File: src/rtl/serial_regport_pkg.sv
package serial_regport_pkg;

  typedef enum logic [1:0] {
    PH_ADDR  = 2'd0,
    PH_READ  = 2'd1,
    PH_WRITE = 2'd2
  } phase_t;

  // Advance a pointer, wrapping inside the clock or RAM window; bit 7 is kept.
  function automatic logic [7:0] step_ptr(
    input logic [7:0] p,
    input logic [6:0] clk_top,
    input logic [6:0] ram_base,
    input logic [6:0] ram_top
  );
    logic [6:0] low;
    low = p[6:0];
    if (low == clk_top)      low = 7'h00;
    else if (low == ram_top) low = ram_base;
    else                     low = low + 7'd1;
    return {p[7], low};
  endfunction

endpackage

File: src/rtl/serial_regport_sync.sv
module serial_regport_sync #(
  parameter int unsigned W      = 3,
  parameter int unsigned STAGES = 2
) (
  input  logic         clk,
  input  logic         rst,
  input  logic [W-1:0] d_in,
  output logic [W-1:0] d_out
);
  logic [W-1:0] stage_q [STAGES];

  always_ff @(posedge clk) begin
    if (rst) begin
      for (int i = 0; i < STAGES; i++) stage_q[i] <= '0;
    end else begin
      stage_q[0] <= d_in;
      for (int i = 1; i < STAGES; i++) stage_q[i] <= stage_q[i-1];
    end
  end

  assign d_out = stage_q[STAGES-1];
endmodule

File: src/rtl/serial_regport_ptr.sv
module serial_regport_ptr
  import serial_regport_pkg::*;
#(
  parameter logic [6:0] CLK_TOP  = 7'h1F,
  parameter logic [6:0] RAM_BASE = 7'h20,
  parameter logic [6:0] RAM_TOP  = 7'h7F
) (
  input  logic       clk,
  input  logic       rst,
  input  logic       load,
  input  logic [7:0] load_val,
  input  logic       step,
  output logic [7:0] ptr
);
  always_ff @(posedge clk) begin
    if (rst)       ptr <= '0;
    else if (load) ptr <= load_val;
    else if (step) ptr <= step_ptr(ptr, CLK_TOP, RAM_BASE, RAM_TOP);
  end
endmodule

File: src/rtl/serial_regport_wgate.sv
module serial_regport_wgate #(
  parameter logic [6:0]  RSV_LO   = 7'h12,
  parameter logic [6:0]  CLK_TOP  = 7'h1F,
  parameter logic [6:0]  CTL_ADDR = 7'h0F,
  parameter int unsigned WP_BIT   = 6,
  parameter logic        WP_INIT  = 1'b1
) (
  input  logic       clk,
  input  logic       rst,
  input  logic       req,
  input  logic [7:0] addr,
  input  logic [7:0] data,
  output logic       wr_en,
  output logic [6:0] wr_addr,
  output logic [7:0] wr_data
);
  logic wp_q;
  logic in_rsv;
  logic is_ctl;

  assign in_rsv = (addr[6:0] >= RSV_LO) && (addr[6:0] <= CLK_TOP);
  assign is_ctl = (addr[6:0] == CTL_ADDR);

  always_ff @(posedge clk) begin
    if (rst) begin
      wp_q    <= WP_INIT;
      wr_en   <= 1'b0;
      wr_addr <= '0;
      wr_data <= '0;
    end else begin
      wr_en <= 1'b0;
      if (req && !in_rsv) begin
        wr_addr <= addr[6:0];
        wr_data <= data;
        if (!wp_q) wr_en <= 1'b1;
        if (is_ctl) wp_q <= data[WP_BIT];
      end
    end
  end
endmodule

File: src/rtl/serial_regport.sv
module serial_regport
  import serial_regport_pkg::*;
#(
  parameter int unsigned SYNC_STAGES = 2,
  parameter int unsigned TIME_BYTES  = 7,
  parameter logic [6:0]  CLK_TOP     = 7'h1F,
  parameter logic [6:0]  RSV_LO      = 7'h12,
  parameter logic [6:0]  RAM_BASE    = 7'h20,
  parameter logic [6:0]  RAM_TOP     = 7'h7F,
  parameter logic [6:0]  CTL_ADDR    = 7'h0F,
  parameter int unsigned WP_BIT      = 6,
  parameter logic        WP_INIT     = 1'b1
) (
  input  logic                      clk,
  input  logic                      rst,
  input  logic                      mode_spi,
  input  logic                      cs_in,
  input  logic                      sck_in,
  input  logic                      sdi_in,
  output logic                      sdo_out,
  output logic                      sdo_oe,
  output logic [6:0]                rd_addr,
  input  logic [7:0]                rd_data,
  input  logic [TIME_BYTES*8-1:0]   time_in,
  output logic                      wr_en,
  output logic [6:0]                wr_addr,
  output logic [7:0]                wr_data
);
  localparam int unsigned SNAP_W = TIME_BYTES * 8;
  localparam logic [2:0]  LAST_BIT = 3'd7;

  logic [2:0] sync_out;
  logic cs_s, sck_s, sdi_s;
  logic cs_q, sck_q;
  logic cs_rise, sck_rise, sck_fall;
  logic cpol_q;
  logic samp_ev, drv_ev;
  logic [7:0] rx_q, rx_next, tx_q, byte_sel, snap_byte;
  logic [2:0] cnt_q;
  phase_t phase;
  logic byte_done, addr_done;
  logic [7:0] ptr;
  logic [SNAP_W-1:0] snap_q;

  serial_regport_sync #(.W(3), .STAGES(SYNC_STAGES)) u_sync (
    .clk(clk), .rst(rst),
    .d_in({cs_in, sck_in, sdi_in}),
    .d_out(sync_out)
  );
  assign {cs_s, sck_s, sdi_s} = sync_out;

  always_ff @(posedge clk) begin
    if (rst) begin
      cs_q  <= 1'b0;
      sck_q <= 1'b0;
    end else begin
      cs_q  <= cs_s;
      sck_q <= sck_s;
    end
  end

  assign cs_rise  = cs_s && !cs_q;
  assign sck_rise = sck_s && !sck_q;
  assign sck_fall = !sck_s && sck_q;

  // Sample on the edge back to idle (SPI) or rising (3-wire); drive on the other.
  always_comb begin
    samp_ev = 1'b0;
    drv_ev  = 1'b0;
    if (cs_s && !cs_rise) begin
      if (mode_spi) begin
        samp_ev = cpol_q ? sck_rise : sck_fall;
        drv_ev  = cpol_q ? sck_fall : sck_rise;
      end else begin
        samp_ev = sck_rise;
        drv_ev  = sck_fall;
      end
    end
  end

  assign rx_next   = mode_spi ? {rx_q[6:0], sdi_s} : {sdi_s, rx_q[7:1]};
  assign byte_done = samp_ev && (cnt_q == LAST_BIT);
  assign addr_done = byte_done && (phase == PH_ADDR);

  serial_regport_ptr #(
    .CLK_TOP(CLK_TOP), .RAM_BASE(RAM_BASE), .RAM_TOP(RAM_TOP)
  ) u_ptr (
    .clk(clk), .rst(rst),
    .load(addr_done), .load_val(rx_next),
    .step(byte_done && (phase != PH_ADDR)),
    .ptr(ptr)
  );

  serial_regport_wgate #(
    .RSV_LO(RSV_LO), .CLK_TOP(CLK_TOP), .CTL_ADDR(CTL_ADDR),
    .WP_BIT(WP_BIT), .WP_INIT(WP_INIT)
  ) u_wgate (
    .clk(clk), .rst(rst),
    .req(byte_done && (phase == PH_WRITE)),
    .addr(ptr), .data(rx_next),
    .wr_en(wr_en), .wr_addr(wr_addr), .wr_data(wr_data)
  );

  assign rd_addr = ptr[6:0];

  // Snapshot of the time bytes, captured when a read address completes.
  always_ff @(posedge clk) begin
    if (addr_done && !rx_next[7]) snap_q <= time_in;
  end

  always_comb begin
    snap_byte = '0;
    for (int i = 0; i < TIME_BYTES; i++) begin
      if (ptr[6:0] == 7'(i)) snap_byte = snap_q[i*8 +: 8];
    end
  end

  always_comb begin
    if (ptr[6:0] < 7'(TIME_BYTES))                       byte_sel = snap_byte;
    else if (ptr[6:0] >= RSV_LO && ptr[6:0] <= CLK_TOP) byte_sel = '0;
    else                                                 byte_sel = rd_data;
  end

  always_ff @(posedge clk) begin
    if (rst) begin
      phase   <= PH_ADDR;
      cnt_q   <= '0;
      rx_q    <= '0;
      tx_q    <= '0;
      cpol_q  <= 1'b0;
      sdo_out <= 1'b0;
      sdo_oe  <= 1'b0;
    end else if (!cs_s) begin
      phase  <= PH_ADDR;
      cnt_q  <= '0;
      sdo_oe <= 1'b0;
    end else if (cs_rise) begin
      cpol_q <= sck_s;
      phase  <= PH_ADDR;
      cnt_q  <= '0;
    end else begin
      if (samp_ev) begin
        rx_q  <= rx_next;
        cnt_q <= cnt_q + 3'd1;
        if (addr_done) phase <= rx_next[7] ? PH_WRITE : PH_READ;
      end
      if (drv_ev && phase == PH_READ) begin
        if (cnt_q == 3'd0) begin
          tx_q    <= byte_sel;
          sdo_out <= mode_spi ? byte_sel[7] : byte_sel[0];
          sdo_oe  <= 1'b1;
        end else if (mode_spi) begin
          tx_q    <= {tx_q[6:0], 1'b0};
          sdo_out <= tx_q[6];
        end else begin
          tx_q    <= {1'b0, tx_q[7:1]};
          sdo_out <= tx_q[1];
        end
      end
    end
  end
endmodule

File: config.mk
export PLATFORM = sky130hd
export DESIGN_NAME = serial_regport
export DESIGN_NICKNAME = d
export VERILOG_FILES = /design/src/rtl/serial_regport_pkg.sv /design/src/rtl/serial_regport_sync.sv /design/src/rtl/serial_regport_ptr.sv /design/src/rtl/serial_regport_wgate.sv /design/src/rtl/serial_regport.sv
export SDC_FILE = /design/constraint.sdc
export NUM_CORES = 1
export LEC_CHECK = 0
export CAP_MARGIN = 10
export CORE_AREA = 2 2 134 136
export CTS_CLUSTER_DIAMETER = 50
export DETAILED_ROUTE_END_ITERATION = 10
export DIE_AREA = 0 0 136 138
export GPL_TIMING_DRIVEN = 0
export PLACE_DENSITY = 0.49
export SETUP_SLACK_MARGIN = 0.5
export SLEW_MARGIN = 15
export SYNTH_ARGS = -nofsm -noshare
export SYNTH_HDL_FRONTEND = slang
export SYNTH_SLANG_ARGS = --single-unit
File: constraint.sdc
create_clock -name clk -period 8.45 [get_ports clk]
set_clock_uncertainty 0.05 [all_clocks]
set_input_delay 2.535 -clock clk [delete_from_list [all_inputs] [get_ports clk]]
set_output_delay 2.535 -clock clk [all_outputs]
set_load 0.1 [all_outputs]
==> impl_metrics.yaml <==
outcome:
  status: "finished, final reports clean"
route:
  drt_pre_antenna_iters: 5
  drc: 0
  wl_um: 13000
  drt-initial-drc-count: 271
  vias: 3877
  via_per_inst: 4.83
  antenna_left: 0
  routedWlPerCell_um: 16.2
cells_and_area:
  seq_area_mm2: 0.00280
  nFillCells: 1749
  multi_input_area_mm2: 0.00201
  fin_area_mm2: 0.00670
  drive_gt1_share_pct: 11.5
  final_nets: 644
  fin_util_pct: 38.2
  area_growth_pct: 31.6
cts:
  ctsRootBufferMaster: "clkbuf_16"
  clk_pin_slew_ps: 70
  insertion_delay_ps: 360
  cts_tree: "yes"
  postCtsHoldBufs: 0
  cts_max_path_buffers: 2
  cts-buffers-inserted: 9
  postCtsSetupRepairBufs: 0
  clock_sinks: 112
  cts_resized: 0
  cts_htree_levels: 3
min_path:
  hp-class: "reg -> reg"
  holdPathStages: 1
sta:
  maxClockFrequency_mhz: 190
  finalHoldViolations: 0
  fin_crit_ps: 5260
  rsz0062_at_grt: "no"
  drv_slew: 0
  setup_violations: 0
  period_share_pct: 62.2
  tightest_slew_ps: 992
  slew_headroom_pct: 33.6
worst_setup_path:
  slowest_stage: "nor3_2"
  rr_worst_depth: 10
  critPathLaunchType: "input port"
  worstPathCellList: "clkdlybuf4s50_1, buf_1, mux2_2, nor3_2, buf_4, buf_6"
  cp.arrival_ps: 5280
  worst_ep_required_time_ps: 8470
  endpoint_kind: "flip-flop"
  path_class: "in -> reg"
  cpPeakStageDelay_ps: 640
  critPathMaxFanout: 11
global_routing:
  grt_pass1_wl_um: 21000
  antenna_found_initial: 1
  grt-ovfl-total: 0
  grt_use_total_pct: 14.5
  grt-busiest-layer: "met2"
  use_met1_pct: 18.4
  grt_max_degree: 20
  use_met2_pct: 23.6
  grt.met3_usage_pct: 4.51
  first_global_vias: 3895
placement:
  dpl_cell_area_mm2: 0.00637
  hpwl_um: 9690
  io_buffers: 94
  gp_congestion: 0.812
synth:
  avgSynthCellArea_um2: 11.1
  ys_types: 61
  ys_warn_count: 0
  synth.cell_area_mm2: 0.00509
  ys.flop_type: "edfxtp_1"
  synth-edff-count: 56
  ys_ff_latch: 112
  synthAdderAreaFrac_pct: 1.72
  syn-num-nets: 534
  ys_seq_area_share_pct: 55.1
  synthArstFlopShare_pct: 0
  yosys.area_share.simple_pct: 13.0
  synth_compound_area_share_pct: 18.7
  syn_inst: 457
  synth_mux_area_share_pct: 5.75
  synthXorXnorAreaFrac_pct: 0.172
  synth_top_family_by_area: "compound AO/OA/AOI/OAI gates"
pwr:
  ir_drop_mv: 0.0916
  power.density_mw_per_mm2: 163
  leakage_nw: 2.30
flow_run:
  cap_violations: 0
floorplanning:
  fp.dieH_um: 138
  io_pins: 95
  die_area_mm2: 0.0188
  core_area_mm2: 0.0175
  die_width_um: 136
  start_util_pct: 29.0
  rows: 49
## critical path, delay by kind of cell
kind | cells | cell delay [ps]
AND/OR/NAND/NOR | 1 | 640
multiplexers | 1 | 450
buffers and inverters | 4 | 1640
## synth_stat cells (all sizes together) (2+ instances only)
master   number  area, um2
a21oi        35        175
nand3b        2       15.0
nor2         50        190
inv          18       67.6
buf          13        108
ha            7       87.6
nand3         7       35.0
nor3          9       67.6
nor3b         3       22.5
a211oi       22        205
nand2        21       78.8
nor2b        16        100
or2           3       21.3
mux2i        27        270
a31oi         5       31.3
or4           2       18.8
o211ai        2       15.0
o21ai        24        120
and2          2       12.5
mux2          2       22.5
and3          4       28.8
nand2b        3       18.8
a221oi       18        164
a22oi         2       15.0
o22ai         2       18.8
a221o         2       20.0
dfxtp        56       1120
o2111ai       5       43.8
edfxtp       56       1680
a211o         2       20.0
clkbuf       18       97.6
o21a          2       15.0
## cell usage in the layout, fill, tap and decap left out, drive strengths merged, types with 3 or more instances in the layout
cell,count
a21oi,35
a221oi,18
clkbuf,27
buf,18
inv,21
nor2b,16
mux2i,27
a211oi,22
edfxtp,56
nor3b,3
or2,3
clkdlybuf4s50,94
nor3,9
o21ai,24
nand2,21
dfxtp,56
nor2,50
and3,4
o2111ai,5
ha,7
nand2b,3
nand3,7
a31oi,5
## final timing paths
kind | from | end | slack [ps]
hold reg to reg | u_sync.stage_q[0][1] | u_sync.stage_q[0][4] | 390
setup / recovery | mode_spi | snap_q[15] | 3190
setup reg to reg | u_ptr.ptr[0] | u_wgate.wr_addr[4] | 5660
hold / removal | u_sync.stage_q[0][1] | u_sync.stage_q[0][4] | 390
## routing by layer
metal	up-vias	share of wire (%)
li1	1923	-
met1	1835	44
met2	110	48
met3	9	6.8
met4	0	0.94
met5	-	0
## where the power goes
part	internal (mW)	switching, mW	total [mW]	leakage, nW
sequential	0.570	0.000756	0.571	0.955
clock	0.264	0.209	0.473	0.160
combinational	0.0325	0.0152	0.0476	1.18
## flip-flops by register name (all words and copies together) (netlist names), 2 cells and up
signal and count:
cnt_q 3, rx_q 8, u_sync.stage_q 6, tx_q 8, u_ptr.ptr 7, u_wgate.wr_data 8, u_wgate.wr_addr 7, phase 2
snap_q 56
## stage by stage
stage | std cells | total power, mW | setup slack [ps] | hold WS (ps) | TNS (ps)
after floorplan | 457 | 0.594 | 587 | 364 | 0
after global placement | 780 | 0.631 | -1790 | 372 | -101890
after detailed placement | 785 | 0.632 | 2790 | 375 | 0
after CTS | 801 | 1.11 | 3140 | 393 | 0
after global routing | 801 | 1.14 | 2980 | 413 | 0
final | 802 | 1.09 | 3190 | 389 | 0
## cells by family (layout without fill, tap and decap cells)
group,after synthesis,in the layout
AO/OA/AOI/OAI,132,132
XOR/XNOR,1,1
adder cells (fa/ha/maj),7,7
buffers and inverters,50,165
flip-flops,112,112
multiplexers,29,29
other,0,1
AND/OR/NAND/NOR,126,126
## layout make-up
type / instances / share of cell area (%)
multi-input combinational: 295 / 30.0
antenna: 1 / 0.0374
clock inverter: 7 / 1.51
inverter: 18 / 1.01
buffer: 32 / 3.19
timing repair buffer: 99 / 14.8
tap: 229 / 4.28
sequential: 112 / 41.8
clock buffer: 9 / 3.36
Note: power is estimated with default switching activity, not from simulation.
